`src/rtl/vpw_eof_pkg.sv`:
```
// Package: shared types for the VPW end-of-frame / idle detector.
package vpw_eof_pkg;
    // Classification of the passive gap closed by a passive-to-active edge.
    typedef enum logic [1:0] {
        CLS_NONE    = 2'd0,
        CLS_INFRAME = 2'd1,
        CLS_EOF     = 2'd2,
        CLS_EOF_IFS = 2'd3
    } gap_class_e;
endpackage

```
`src/rtl/vpw_edge_det.sv`:
```
// Edge detector on the synchronized bus level.
// Assumes lvl is already synchronized to clk. Resets to the passive level.
module vpw_edge_det (
    input  logic clk,
    input  logic rst_n,
    input  logic lvl,
    output logic rise,
    output logic fall
);
    logic lvl_q;

    // Remember the previous bus level.
    always_ff @(posedge clk) begin
        if (!rst_n) lvl_q <= 1'b0;
        else        lvl_q <= lvl;
    end

    assign rise = lvl & ~lvl_q;
    assign fall = ~lvl & lvl_q;
endmodule

```
`src/rtl/vpw_passive_timer.sv`:
```
// Counts microsecond ticks of passive bus level.
// It holds at zero while the bus is active, restarts at each active-to-passive
// edge and saturates at LIMIT. Assumes a tick lasts one cycle.
module vpw_passive_timer #(
    parameter int LIMIT = 300,
    parameter int CNT_W = $clog2(LIMIT + 1)
) (
    input  logic             clk,
    input  logic             rst_n,
    input  logic             bus_act,
    input  logic             restart,
    input  logic             tick,
    output logic [CNT_W-1:0] cnt
);
    localparam logic [CNT_W-1:0] LIM_C = CNT_W'(LIMIT);

    // Saturating passive-time counter.
    always_ff @(posedge clk) begin
        if (!rst_n)                  cnt <= '0;
        else if (bus_act || restart) cnt <= '0;
        else if (tick && cnt != LIM_C) cnt <= cnt + 1'b1;
    end
endmodule

```
`src/rtl/vpw_gap_classifier.sv`:
```
// Sorts the passive gap closed by a passive-to-active edge and keeps bus-idle.
// A gap is classified only after an active-to-passive edge has been seen since
// reset, or once idle has been declared. Assumes EOF_MIN < IFS_MIN.
module vpw_gap_classifier
    import vpw_eof_pkg::*;
#(
    parameter int EOF_MIN = 280,
    parameter int IFS_MIN = 300,
    parameter int CNT_W   = $clog2(IFS_MIN + 1)
) (
    input  logic             clk,
    input  logic             rst_n,
    input  logic             bus_act,
    input  logic             rise,
    input  logic             fall,
    input  logic [CNT_W-1:0] cnt,
    output gap_class_e       cls,
    output logic             idle,
    output logic             early_ok
);
    localparam logic [CNT_W-1:0] EOF_C = CNT_W'(EOF_MIN);
    localparam logic [CNT_W-1:0] IFS_C = CNT_W'(IFS_MIN);

    logic       armed_q;
    logic       valid_gap;
    gap_class_e cls_d;

    assign valid_gap = rise && (armed_q || idle);
    assign early_ok  = valid_gap && (cnt >= EOF_C);

    // Choose the class of the gap that ends on this edge.
    always_comb begin
        cls_d = CLS_NONE;
        if (valid_gap) begin
            if (cnt < EOF_C)      cls_d = CLS_INFRAME;
            else if (cnt < IFS_C) cls_d = CLS_EOF;
            else                  cls_d = CLS_EOF_IFS;
        end
    end

    // Register the class, the idle level and the armed flag.
    always_ff @(posedge clk) begin
        if (!rst_n) begin
            cls     <= CLS_NONE;
            idle    <= 1'b0;
            armed_q <= 1'b0;
        end else begin
            cls     <= cls_d;
            idle    <= !bus_act && (cnt >= IFS_C);
            armed_q <= armed_q | fall;
        end
    end
endmodule

```
`src/rtl/vpw_tx_gate.sv`:
```
// Grants one start pulse to a pending local transmitter. The pulse comes when
// the bus is idle, or at once on a start-of-frame edge that follows a valid
// end-of-frame gap. Re-arms only when the request drops.
module vpw_tx_gate (
    input  logic clk,
    input  logic rst_n,
    input  logic tx_pend,
    input  logic idle,
    input  logic bus_act,
    input  logic early_ok,
    output logic tx_start
);
    logic granted_q;
    logic fire;

    assign fire = tx_pend && !granted_q && ((idle && !bus_act) || early_ok);

    // Issue the start pulse and remember it for this request.
    always_ff @(posedge clk) begin
        if (!rst_n) begin
            tx_start  <= 1'b0;
            granted_q <= 1'b0;
        end else begin
            tx_start  <= fire;
            granted_q <= tx_pend && (granted_q || fire);
        end
    end
endmodule

```
`src/rtl/vpw_eof_idle_det.sv`:
```
// Top: VPW bus end-of-frame and idle detector.
// Assumes bus_active is synchronized (1 = active level) and us_tick is a
// one-cycle pulse once per microsecond. Thresholds are counted in ticks.
module vpw_eof_idle_det
    import vpw_eof_pkg::*;
#(
    parameter int EOF_MIN_US = 280,
    parameter int IFS_MIN_US = 300
) (
    input  logic clk,
    input  logic rst_n,
    input  logic bus_active,
    input  logic us_tick,
    input  logic tx_pending,
    output logic inframe_stb,
    output logic eof_stb,
    output logic eof_ifs_stb,
    output logic bus_idle,
    output logic tx_start
);
    localparam int CNT_W = $clog2(IFS_MIN_US + 1);

    logic             rise, fall, early_ok;
    logic [CNT_W-1:0] cnt;
    gap_class_e       cls;

    vpw_edge_det u_edge (
        .clk(clk), .rst_n(rst_n), .lvl(bus_active), .rise(rise), .fall(fall)
    );

    vpw_passive_timer #(.LIMIT(IFS_MIN_US), .CNT_W(CNT_W)) u_timer (
        .clk(clk), .rst_n(rst_n), .bus_act(bus_active), .restart(fall),
        .tick(us_tick), .cnt(cnt)
    );

    vpw_gap_classifier #(.EOF_MIN(EOF_MIN_US), .IFS_MIN(IFS_MIN_US), .CNT_W(CNT_W)) u_cls (
        .clk(clk), .rst_n(rst_n), .bus_act(bus_active), .rise(rise), .fall(fall),
        .cnt(cnt), .cls(cls), .idle(bus_idle), .early_ok(early_ok)
    );

    vpw_tx_gate u_gate (
        .clk(clk), .rst_n(rst_n), .tx_pend(tx_pending), .idle(bus_idle),
        .bus_act(bus_active), .early_ok(early_ok), .tx_start(tx_start)
    );

    assign inframe_stb = (cls == CLS_INFRAME);
    assign eof_stb     = (cls == CLS_EOF);
    assign eof_ifs_stb = (cls == CLS_EOF_IFS);
endmodule

```
`config.mk`:
```
export PLATFORM = sky130hd
export DESIGN_NAME = vpw_eof_idle_det
export DESIGN_NICKNAME = d
export VERILOG_FILES = /design/src/rtl/vpw_eof_pkg.sv /design/src/rtl/vpw_edge_det.sv /design/src/rtl/vpw_passive_timer.sv /design/src/rtl/vpw_gap_classifier.sv /design/src/rtl/vpw_tx_gate.sv /design/src/rtl/vpw_eof_idle_det.sv
export SDC_FILE = /design/constraint.sdc
export NUM_CORES = 1
export LEC_CHECK = 0
export BUFFER_PORTS_ARGS = -buffer_cell sky130_fd_sc_hd__buf_4
export CAP_MARGIN = 20
export CORE_MARGIN = 3
export CORE_UTILIZATION = 45
export DETAILED_ROUTE_END_ITERATION = 10
export PLACE_DENSITY = 0.72
export SYNTH_ARGS = -nofsm -noshare
export SYNTH_HDL_FRONTEND = slang
export SYNTH_SLANG_ARGS = --single-unit
```
`constraint.sdc`:
```
create_clock -name clk -period 2.5 [get_ports clk]
set_input_delay 0.5 -clock clk [delete_from_list [all_inputs] [get_ports clk]]
set_output_delay 0.5 -clock clk [all_outputs]
set_load 0.01 [all_outputs]
```
* After elaboration in Yosys (flattened, before gate mapping) *
Index checks and enable logic that the tools add are counted.

word-level totals
  bits in registers = 16
  input port bits = 5
  output and inout bits = 5
  logic and storage cells = 43

cells by class
  $add $sub $neg = 1
  $lt $le $gt $ge = 4
  eq/ne operators = 4
  muxes and demuxes = 2
  bitwise logic cells = 7
  reduce and logical (&&, ||, !) cells = 17

operators by type and width
  kind                                                  count
  >= comparator 9 bit (second input constant)           2
  < comparator 9 bit (second input constant)            2
  adder 9 x 1 -> 9 bit (second input constant)          1
  inequality test 9 bit (second input constant)         1
  logical AND 1 bit                                     8
  equality test 2 bit (second input constant)           2
  logical OR 1 bit                                      4
  inverter 1 bit                                        4
  OR reduction 3 bit                                    1
  AND 1 bit                                             2
  equality test 2 x 1 -> 1 bit (second input constant)  1
  logical NOT 1 bit                                     2
  2-to-1 mux 1 bit                                      2
  AND reduction 2 bit                                   1
  OR reduction 2 bit                                    1
  OR 1 bit                                              1

* Logic depth before layout (Yosys ltp) *
  word-level depth = 8
  gate-level depth with buffers = 5
  gate-level depth less buffers = 5

* By module *
A second synthesis with hierarchy kept.

second synthesis, totals
  cells, all modules = 89
  area total of the unflattened synthesis = 795.8 um^2

modules (own cells, without submodules)
  module              instances  cells an instance  area each (um^2)  sequential area each (um^2)
  vpw_passive_timer   1          57                 474.2             180.2
  vpw_gap_classifier  1          17                 177.7             80.1
  vpw_tx_gate         1          8                  82.6              40.0
  vpw_edge_det        1          4                  38.8              20.0
  vpw_eof_idle_det    1          3                  22.5              0.0

* Worst setup path after synthesis *
OpenSTA, ideal clock, no wires.

  path kind = register -> register
  start point = register u_timer.cnt[0]
  end point = register u_timer.cnt[8]
  setup time = 0.070 ns
  arrival = 1.297 ns
  required time = 2.430 ns
  setup slack = 1.133 ns
  cell stages (with the launch flop) = 5
  path buffers = 0
  period minus slack after synthesis = 1.367 ns
  cell sequence = dfxtp_1 -> ha_1 -> nand4_2 -> or4_1 -> a21oi_1

on the way
  cells in the longest elaborated chain, start to end = 2
  elaborated cells between the ends (all ways) = 3
  classes of those cells = 1 x add/sub; 1 x eq/ne; 1 x reduce/logical

ends and longest elaborated chain
  element                                                       RTL line                 source
  start: declaration                                            vpw_passive_timer.sv:13  output logic [CNT_W-1:0] cnt
  start signal: assignment                                      vpw_passive_timer.sv:21  else if (tick && cnt != LIM_C) cnt <= cnt + 1'b1;
  branches (longest 2 deep; another with adder 9 x 1 -> 9 bit)  --

Parallel ways; which one is timed is not known.
A chain may end at the register's enable or synchronous reset.

* Worst setup path after layout *
  start point = register u_timer.cnt[1]
  end point = register u_timer.cnt[8]

Same word-level chain as after synthesis.

==> flow_metrics.py <==
metrics = {
    "floorplanning": {
        "fp-row-count": 14,
        "start_util_pct": 49.0,
        "die_area_um2": 2230,
        "fp.dieH_um": 47.2,
        "placeableCoreArea_um2": 1560,
        "die_w_um": 47.2,
        "ios": 10,
    },
    "clock_tree": {
        "cts_root_buffer": "clkbuf_4",
        "htreeDepth": 1,
        "insertion_delay_ps": 290,
        "clkTransAtPathRegs_ps": 100,
        "hold_buffers": 0,
        "postCtsResizedCells": 0,
        "cts_setup_buffers": 0,
        "clockBufferDepth": 2,
        "numCtsBuffers": 3,
        "clock_sinks": 16,
        "cts_tree": "built",
    },
    "route": {
        "antenna_left": 0,
        "wirelength_um": 1340,
        "drc": 0,
        "vias_per_cell": 5.46,
        "dr_total_vias": 628,
        "wire_per_inst_um": 11.6,
        "initialDrtViolationCount": 16,
        "dr.pass1.iters": 4,
    },
    "timing": {
        "fin_tns_setup_ps": 0,
        "min_period_over_period_pct": 59.1,
        "slew_viol_final": 0,
        "hold_viol_final": 0,
        "setup_viol": 0,
        "period_minus_slack_ps": 1480,
        "rsz0062_at_grt": "no",
        "worst_pin_slew_ps": 469,
        "finClkSkew_ps": 10.2,
        "setup_ws_ps": 1020,
        "slew-limit-headroom_pct": 68.6,
        "clock.fmax_mhz": 677,
    },
    "synthesis": {
        "synth_most_common_cell": "dfxtp_1",
        "synth_edf_count": 0,
        "synth_ff_type": "dfxtp_1",
        "synth-seq-cells": 16,
        "synthesis.area_um2": 763,
        "synth_top_area_cell": "dfxtp_1",
        "netlist.area_leader.share_pct": 42.0,
        "ys_warn_count": 0,
        "synthTopCellsByCount": "16 x dfxtp_1, 15 x nand2_1, 9 x a21oi_1",
        "yosysSeqAreaShare_pct": 42.0,
        "async_reset_ff_share_pct": 0,
        "synthTopCellsByArea": "dfxtp_1 42%, nand2_1 7.4%, a21oi_1 5.9%",
        "syn_nets": 93,
        "synth.distinct_cells": 30,
        "syn_area_per_cell_um2": 8.87,
        "syn_inst": 86,
    },
    "run": {
        "drv_cap": 0,
    },
    "setup_path": {
        "path_cells": "ha_1, nand4_2, or4_1, a21oi_1",
        "worstSetupPathType": "reg -> reg",
        "crit_buf_inv": 0,
        "slowest_delay_ps": 530,
        "cp.required_ps": 2730,
        "cp_slowest_cell": "or4_1",
        "start_kind": "flip-flop",
        "worstSetupEndpointType": "flip-flop",
        "cp.arrival_ps": 1710,
        "path_max_fanout": 6,
        "cpLargestDelayFamily": "simple AND/OR/NAND/NOR gates",
    },
    "global_route": {
        "grt_pass1_wl_um": 2130,
        "antenna_found_initial": 0,
        "grt_overflow": 0,
        "grt_pass1_vias": 510,
        "grt_usage_pct": 13.6,
        "grt_start_max_net_pins": 10,
    },
    "cells_and_area": {
        "antennaDiodeCount": 0,
        "nets": 107,
        "layout-drive-gt1-share_pct": 20.2,
        "area_growth_pct": 16.2,
    },
    "power_and_ir_drop": {
        "power_frac_seq_pct": 57.3,
        "switchingPower_mw": 0.0962,
        "combPwrFrac_pct": 5.1,
        "netSwitchingFraction_pct": 21.2,
        "total_leakage_power_nw": 0.346,
        "p_int_mw": 0.357,
        "irDropWorstVdd_mv": 0.250,
        "clkPwrFrac_pct": 37.6,
        "power.density_nw_per_um2": 511,
    },
    "outcome": {
        "status": "complete, no violations",
    },
    "placement": {
        "dp_slack_ps": 1010,
        "hpwl_um": 1030,
        "gp_congestion": 0.756,
        "io_buffers": 9,
    },
    "worst_hold_path": {
        "hp-class": "in -> reg",
    },
}
stage by stage:
stage / hold WS, ps / power, mW / utilization (%) / std cells / instance area, µm²
after floorplan: 400 / 0.279 / - / 86 / 763
after global placement: 409 / 0.288 / 54.6 / 111 / 851
after detailed placement: 416 / 0.289 / 54.6 / 111 / 851
after CTS: 424 / 0.458 / 56.9 / 115 / 887
after global routing: 424 / 0.474 / 56.9 / 115 / 887
final: 426 / 0.453 / 56.9 / 115 / 887
power by group through the flow:
stage | sequential [mW] | clock, mW | combinational, mW
global placement | 0.266 | 0 | 0.0226
floorplan | 0.265 | 0 | 0.0133
detailed placement | 0.266 | 0 | 0.0232
finish | 0.260 | 0.170 | 0.0231
CTS | 0.260 | 0.175 | 0.0232
global route | 0.260 | 0.188 | 0.0261
worst paths after layout:
check,start,endpoint,slack (ps),cells past startpoint
worst max-delay path,u_timer.cnt[1],u_timer.cnt[8],1020,4
worst min-delay path,bus_active,u_cls.idle,430,2
worst max register to register,u_timer.cnt[1],u_timer.cnt[8],1020,4
worst min register to register,u_gate.granted_q,u_gate.tx_start,430,1
cell families after synthesis:
| kind of cell | synth area share, % |
|---|---|
| compound gates | 17.4 |
| fa+ha+maj | 3.28 |
| mux | 5.25 |
| simple gates | 29.7 |
| flops | 42.0 |
| buf+inv | 2.46 |
final cells by class:
cell class                      instances  area, µm²
Tap cell                               16       20.0
Fill cell                             145        672
Multi-Input combinational cell         65        424
Clock buffer                            4       36.3
Inverter                                5       18.8
Timing Repair Buffer                    9       67.6
Sequential cell                        16        320
layout by cell type, fill, tap and decap left out, drive strengths merged, types with 3 or more instances in the layout:
master  Yosys  routed
a21oi       9       9
buf         0       9
clkbuf      0       4
dfxtp      16      16
inv         5       5
mux2i       4       4
nand2      15      15
nand2b      3       3
nor2b       4       4
or3         3       3
routing by layer:
metal,part of all wire [%],vias up,GRT usage [%]
met5,0,-,0
met4,1.6,0,6.63
met2,45,7,20.1
met1,51,279,18.3
li1,-,338,-
met3,2.5,4,3.45
sequential cells by signal, indices dropped and copies added, names as in the netlist:
name and cells:
u_gate.granted_q 1, u_cls.idle 1, u_cls.cls 2, u_timer.cnt 9
u_gate.tx_start 1, u_cls.armed_q 1, u_edge.lvl_q 1
worst reg2reg max path, cell delays in order, from the launching register on:
cell	delay, ps
dfxtp_1	400
ha_1	200
nand4_2	150
or4_1	530
a21oi_1	140
Power figures use the tool's default switching activity.
